$ cat src/rtl/sp24_pkg.sv
package sp24_pkg;
    typedef enum logic [0:0] {
        S_RUN  = 1'b0,
        S_DONE = 1'b1
    } sp24_state_t;
endpackage

$ cat src/rtl/sp24_select.sv
module sp24_select #(
    parameter int DW    = 8,
    parameter int LANES = 4,
    localparam int IW   = $clog2(LANES)
) (
    input  logic [LANES*DW-1:0] act_flat,
    input  logic [IW-1:0]       idx,
    output logic [DW-1:0]       sel
);
    logic [DW-1:0] lane [LANES];

    for (genvar i = 0; i < LANES; i++) begin : g_lane
        assign lane[i] = act_flat[i*DW +: DW];
    end

    assign sel = lane[idx];
endmodule

$ cat src/rtl/sp24_mac.sv
module sp24_mac #(
    parameter int DW   = 8,
    parameter int AW   = 32,
    parameter int KEEP = 2,
    localparam int PW  = 2*DW
) (
    input  logic [KEEP*DW-1:0] w_flat,
    input  logic [KEEP*DW-1:0] a_flat,
    input  logic               en,
    output logic [AW-1:0]      sum_o
);
    logic [AW-1:0] ext [KEEP];

    for (genvar k = 0; k < KEEP; k++) begin : g_mul
        logic signed [DW-1:0] wv;
        logic signed [DW-1:0] av;
        logic signed [PW-1:0] pv;
        assign wv     = w_flat[k*DW +: DW];
        assign av     = a_flat[k*DW +: DW];
        assign pv     = wv * av;
        assign ext[k] = {{(AW-PW){pv[PW-1]}}, pv};
    end

    always_comb begin
        sum_o = '0;
        if (en) begin
            for (int k = 0; k < KEEP; k++) begin
                sum_o = sum_o + ext[k];
            end
        end
    end
endmodule

$ cat src/rtl/sp24_ctrl.sv
module sp24_ctrl
    import sp24_pkg::*;
(
    input  logic clk,
    input  logic rst_n,
    input  logic w_valid,
    input  logic a_valid,
    input  logic last,
    output logic w_ready,
    output logic a_ready,
    output logic fire,
    output logic done
);
    sp24_state_t state_q, state_d;

    always_ff @(posedge clk) begin
        if (!rst_n) state_q <= S_RUN;
        else        state_q <= state_d;
    end

    always_comb begin
        state_d = state_q;
        unique case (state_q)
            S_RUN:  state_d = (fire && last) ? S_DONE : S_RUN;
            S_DONE: state_d = S_RUN;
            default: state_d = S_RUN;
        endcase
    end

    always_comb begin
        w_ready = 1'b0;
        a_ready = 1'b0;
        done    = 1'b0;
        unique case (state_q)
            S_RUN: begin
                w_ready = a_valid;
                a_ready = w_valid;
            end
            S_DONE: done = 1'b1;
            default: done = 1'b0;
        endcase
        fire = w_ready && w_valid;
    end

    AST_FIRE_NEEDS_BOTH: assert property (@(posedge clk) disable iff (!rst_n)
        fire |-> (w_valid && a_valid));
endmodule

$ cat src/rtl/sp24_dot.sv
module sp24_dot #(
    parameter int DW    = 8,
    parameter int AW    = 32,
    parameter int LANES = 4,
    parameter int KEEP  = 2,
    localparam int IW   = $clog2(LANES)
) (
    input  logic                 clk,
    input  logic                 rst_n,
    input  logic                 w_valid,
    output logic                 w_ready,
    input  logic [KEEP*DW-1:0]   w_data,
    input  logic [KEEP*IW-1:0]   w_meta,
    input  logic                 w_last,
    input  logic                 a_valid,
    output logic                 a_ready,
    input  logic [LANES*DW-1:0]  a_data,
    output logic                 done_o,
    output logic [AW-1:0]        result_o,
    output logic                 err_o
);
    logic              fire;
    logic [KEEP*DW-1:0] picked;
    logic [AW-1:0]     grp_sum;
    logic [AW-1:0]     acc_q;
    logic              row_err_q;
    logic [KEEP-1:0]   order_ok;
    logic              grp_err;

    sp24_ctrl u_ctrl (
        .clk     (clk),
        .rst_n   (rst_n),
        .w_valid (w_valid),
        .a_valid (a_valid),
        .last    (w_last),
        .w_ready (w_ready),
        .a_ready (a_ready),
        .fire    (fire),
        .done    (done_o)
    );

    for (genvar k = 0; k < KEEP; k++) begin : g_slot
        sp24_select #(.DW(DW), .LANES(LANES)) u_sel (
            .act_flat (a_data),
            .idx      (w_meta[k*IW +: IW]),
            .sel      (picked[k*DW +: DW])
        );
        if (k == 0) begin : g_first
            assign order_ok[k] = 1'b1;
        end else begin : g_rest
            assign order_ok[k] = w_meta[(k-1)*IW +: IW] < w_meta[k*IW +: IW];
        end
    end

    assign grp_err = ~&order_ok;

    sp24_mac #(.DW(DW), .AW(AW), .KEEP(KEEP)) u_mac (
        .w_flat (w_data),
        .a_flat (picked),
        .en     (!grp_err),
        .sum_o  (grp_sum)
    );

    always_ff @(posedge clk) begin
        if (!rst_n) begin
            acc_q     <= '0;
            row_err_q <= 1'b0;
            result_o  <= '0;
            err_o     <= 1'b0;
        end else if (fire) begin
            if (w_last) begin
                result_o  <= acc_q + grp_sum;
                err_o     <= row_err_q | grp_err;
                acc_q     <= '0;
                row_err_q <= 1'b0;
            end else begin
                acc_q     <= acc_q + grp_sum;
                row_err_q <= row_err_q | grp_err;
            end
        end
    end

    AST_DONE_PULSE: assert property (@(posedge clk) disable iff (!rst_n)
        done_o |=> !done_o);
    AST_DONE_AFTER_LAST: assert property (@(posedge clk) disable iff (!rst_n)
        (fire && w_last) |=> done_o);
    AST_NO_ACCEPT_IN_DONE: assert property (@(posedge clk) disable iff (!rst_n)
        done_o |-> (!w_ready && !a_ready));
    AST_RESULT_HOLD: assert property (@(posedge clk) disable iff (!rst_n)
        !(fire && w_last) |=> ($stable(result_o) && $stable(err_o)));
endmodule

$ cat config.mk
export PLATFORM = sky130hd
export DESIGN_NAME = sp24_dot
export DESIGN_NICKNAME = d
export VERILOG_FILES = /design/src/rtl/sp24_pkg.sv /design/src/rtl/sp24_select.sv /design/src/rtl/sp24_mac.sv /design/src/rtl/sp24_ctrl.sv /design/src/rtl/sp24_dot.sv
export SDC_FILE = /design/constraint.sdc
export NUM_CORES = 1
export LEC_CHECK = 0
export BUFFER_PORTS_ARGS = -buffer_cell sky130_fd_sc_hd__buf_2
export CAP_MARGIN = 20
export CORE_MARGIN = 10
export CORE_UTILIZATION = 40
export CTS_CLUSTER_DIAMETER = 120
export DETAILED_ROUTE_END_ITERATION = 8
export HOLD_SLACK_MARGIN = 0.05
export PLACE_DENSITY_LB_ADDON = 0.3
export SLEW_MARGIN = 20
export SYNTH_ARGS = -nofsm -noshare
export SYNTH_HDL_FRONTEND = slang
export SYNTH_HIERARCHICAL = 1
export SYNTH_SLANG_ARGS = --single-unit
$ cat constraint.sdc
create_clock -name clk -period 8.57 [get_ports clk]
set_input_delay 0.4285 -clock clk [delete_from_list [all_inputs] [get_ports clk]]
set_output_delay 0.4285 -clock clk [all_outputs]
set_load 0.01 [all_outputs]
==> PnR_summary.wiki <==
{| class="wikitable"
! Metric !! Value
|-
| Result of the run || finished clean
|-
| Unrepaired setup endpoints after global routing || false
|-
| Synth Area in Compound Gates || 0.143
|-
| HPWL reported at the end of detailed placement || just under 20000 um
|-
| Post-Syn Area per Cell || between 9 and 10 um2
|-
| Vias per cell || 5.03
|-
| Maximum level of the CTS H-tree || 3
|-
| Simple-gate share of the synthesized area || 0.152
|-
| Cell at the root of the clock tree || clkbuf_16
|-
| Clock-pin transition on the worst setup and hold timing paths || ~0.050 ns
|-
| Fraction of synthesis flops using an asynchronous set or reset pin || 0
|-
| Routed wire length || between 20000 and 25000 um
|-
| Number of placement rows || 57
|-
| Dominant combinational cell family by area after synthesis || adder cells
|-
| Register-to-Register Setup Slack || around 5.6 ns
|-
| Maximum number of pins on one net before global-route repair || 27
|-
| Number of synthesized flops with an enable pin || 0
|-
| Parity-gate share of the synthesized area counting xor and xnor cells || 0.0409
|-
| Number of nets in the final layout || between 1000 and 1500
|-
| Most common cell after layout, fill and taps aside || inv_1
|-
| Start-to-end type of the worst setup path || input pin to flip-flop
|-
| CTS tree || done
|-
| WL/cell || 15.6 um
|-
| Max Clock Skew || ~0.0072 ns
|-
| Mux share of post-synthesis cell area || 0.0388
|-
| Highest-count cells in the layout ignoring fill and taps || 179 x inv_1, 144 x fa_1, 92 x buf_2
|-
| Die Height || about 180 um
|-
| Startpoint class of the critical path || input pin
|-
| Sequential fraction of the synthesis area || 0.133
|-
| Total vias in the final route || between 7000 and 8000
|-
| Syn_nets || roughly 1400
|-
| Post-Synthesis Cells || 1075
|-
| Core footprint || approximately 0.025 mm2
|-
| CP endpoint kind || flip-flop
|-
| Horizontal die dimension || between 150 and 200 um
|-
| Highest fanout seen on the critical path || 8
|-
| Synth Cell Area || ~0.01 mm2
|-
| Max stage delay cell, worst path || mux4_2
|-
| Ratio of final minimum period to clock period || 0.948
|-
| Class of the tightest hold or removal check || flip-flop to flip-flop
|-
| Post-synthesis sequential element count || 67
|-
| Antenna-violating nets left || 0
|-
| Sum of overflow across all layers after global routing || 0
|-
| Sinks on Clock Net || 67
|-
| Max-Cap Viols || 0
|-
| Most repeated library cell on the critical path || fa_1
|-
| Actual transition at the worst max-transition pin || 1.04 ns
|-
| Required time of the critical path || between 8 and 9 ns
|-
| Antenna violations before repair || 2
|-
| Count of input and output buffers || around 90
|-
| GRT Overall Usage || 0.156
|-
| Initial core utilization || 0.410
|-
| Final routed DRC violation total || 0
|-
| Global-route wire length before repair || around 41000 um
|-
| Count of synthesis-stage warnings from yosys || 6
|-
| Slowest stage delay, CP || 0.66 ns
|-
| Post-synthesis share of cell area spent on full adders, half adders and majority gates || 0.392
|-
| Setup TNS Final || 0 ns
|-
| 1st-pass router iterations || 5
|-
| Largest buffer count on any clock path || 2
|-
| Max-slew headroom at the worst pin || 0.305
|-
| Clk Latency, worst-skew pair || 0.34 ns
|-
| Number of buffers created by CTS || 9
|-
| Max Clock Freq || between 0.1 and 0.15 GHz
|-
| Top_reg_cell synth || dfxtp_1
|-
| Final count of pins violating max slew || 0
|-
| Minimum clock period || around 8 ns
|-
| Hold Vio Cnt, Final || 0
|-
| Gp weighted congestion || roughly 0.86
|-
| Data arrival time of the worst path || ~8.4 ns
|-
| Area grow syn2layout || 11.4%
|-
| Die outline area || 0.0319 mm2
|-
| Vias in the first global route || a little over 8000
|-
| DRC violation total after the first TritonRoute iteration || 393
|-
| Layout cells sized above 1 || 0.159
|-
| Final setup fails || 0
|-
| Number of different library cells in the post-synthesis netlist || 66
|-
| I/O pin cnt || 93
|}
through the flow:
stage / hold WS [ns] / setup WS, ns / area (um2) / util / instances
floorplan: 0.428 / 0.0896 / 10100 / - / 1075
global placement: 0.426 / 0.0465 / 10900 / 0.445 / 1487
detailed placement: 0.429 / 0.0107 / 10900 / 0.445 / 1487
CTS: 0.437 / 0.309 / 11200 / 0.456 / 1503
global route: 0.468 / 0.00183 / 11200 / 0.457 / 1506
finish: 0.433 / 0.448 / 11200 / 0.457 / 1506
state kept, by name, indices dropped and copies added (netlist names):
register,flops
err_o,1
u_ctrl/state_q,1
acc_q,32
result_o,32
row_err_q,1
cell usage after synthesis (all sizes together), types with 8 or more instances:
library cell	instances	share of area
nor2b	19	0.012
nand3	10	0.0050
inv	179	0.067
nor3	15	0.0075
fa	144	0.29
clkbuf	17	0.011
mux4	16	0.036
nor2	45	0.017
nand2	78	0.029
xnor2	39	0.034
a22o	40	0.035
o22ai	8	0.0063
xor2	8	0.0070
buf	26	0.022
and2	87	0.054
nand2b	11	0.0068
a21oi	50	0.027
a21o	20	0.015
ha	85	0.11
o21a	12	0.0090
o21ai	31	0.015
dfxtp	67	0.13
final timing paths:
kind	from	endpoint	cells after the start
min	err_o$_SDFFE_PN0P_	err_o$_SDFFE_PN0P_	2
min reg2reg	err_o$_SDFFE_PN0P_	err_o$_SDFFE_PN0P_	2
max	w_meta[0]	result_o[29]$_SDFFE_PN0P_	31
max reg2reg	acc_q[0]$_SDFFE_PN0P_	result_o[20]$_SDFFE_PN0P_	12
kinds of logic (layout without fill, tap and decap cells):
logic type,after synthesis,in the layout
buffers and inverters,224,329
muxes,19,19
adders and majority gates,229,229
other,0,2
xor gates and xnor gates,47,47
DFF,67,67
and+or+nand+nor,293,293
AOI/OAI and AO/OA,196,196
layer usage:
layer | vias to the layer above | routed length, um | track usage
li1 | 3719 | - | -
met1 | 3707 | 10500 | 0.200
met2 | 129 | 12000 | 0.274
met3 | 27 | 736 | 0.0230
met4 | 0 | 349 | 0.0331
met5 | - | 0 | 0
critical path: cells and delay by family:
family	cells	cell delay [ns]
simple gates	4	0.78
mux	1	0.66
xor+xnor	1	0.10
fa+ha+maj	8	3.60
compound gates	10	1.98
buf+inv	7	0.79
final cells by class:
cell class | instances | area, um2
multi-input cells | 784 | 7730
diodes | 2 | 5.00
repair buffers | 132 | 773
clock inverters | 5 | 27.5
clock buffers | 11 | 253
flip-flops and latches | 67 | 1340
well taps | 324 | 405
fillers | 2423 | 13300
inverters | 181 | 679
repair_timing:
action                                  CTS  global route
endpoints found under the setup margin    0             8
gates resized for setup                   0             4
setup buffers                             0             1
hold buffers                              0             0
Power is left out: the tool's default activity adds up to more than one toggle a clock period on the data nets, which glitch-free logic cannot reach.
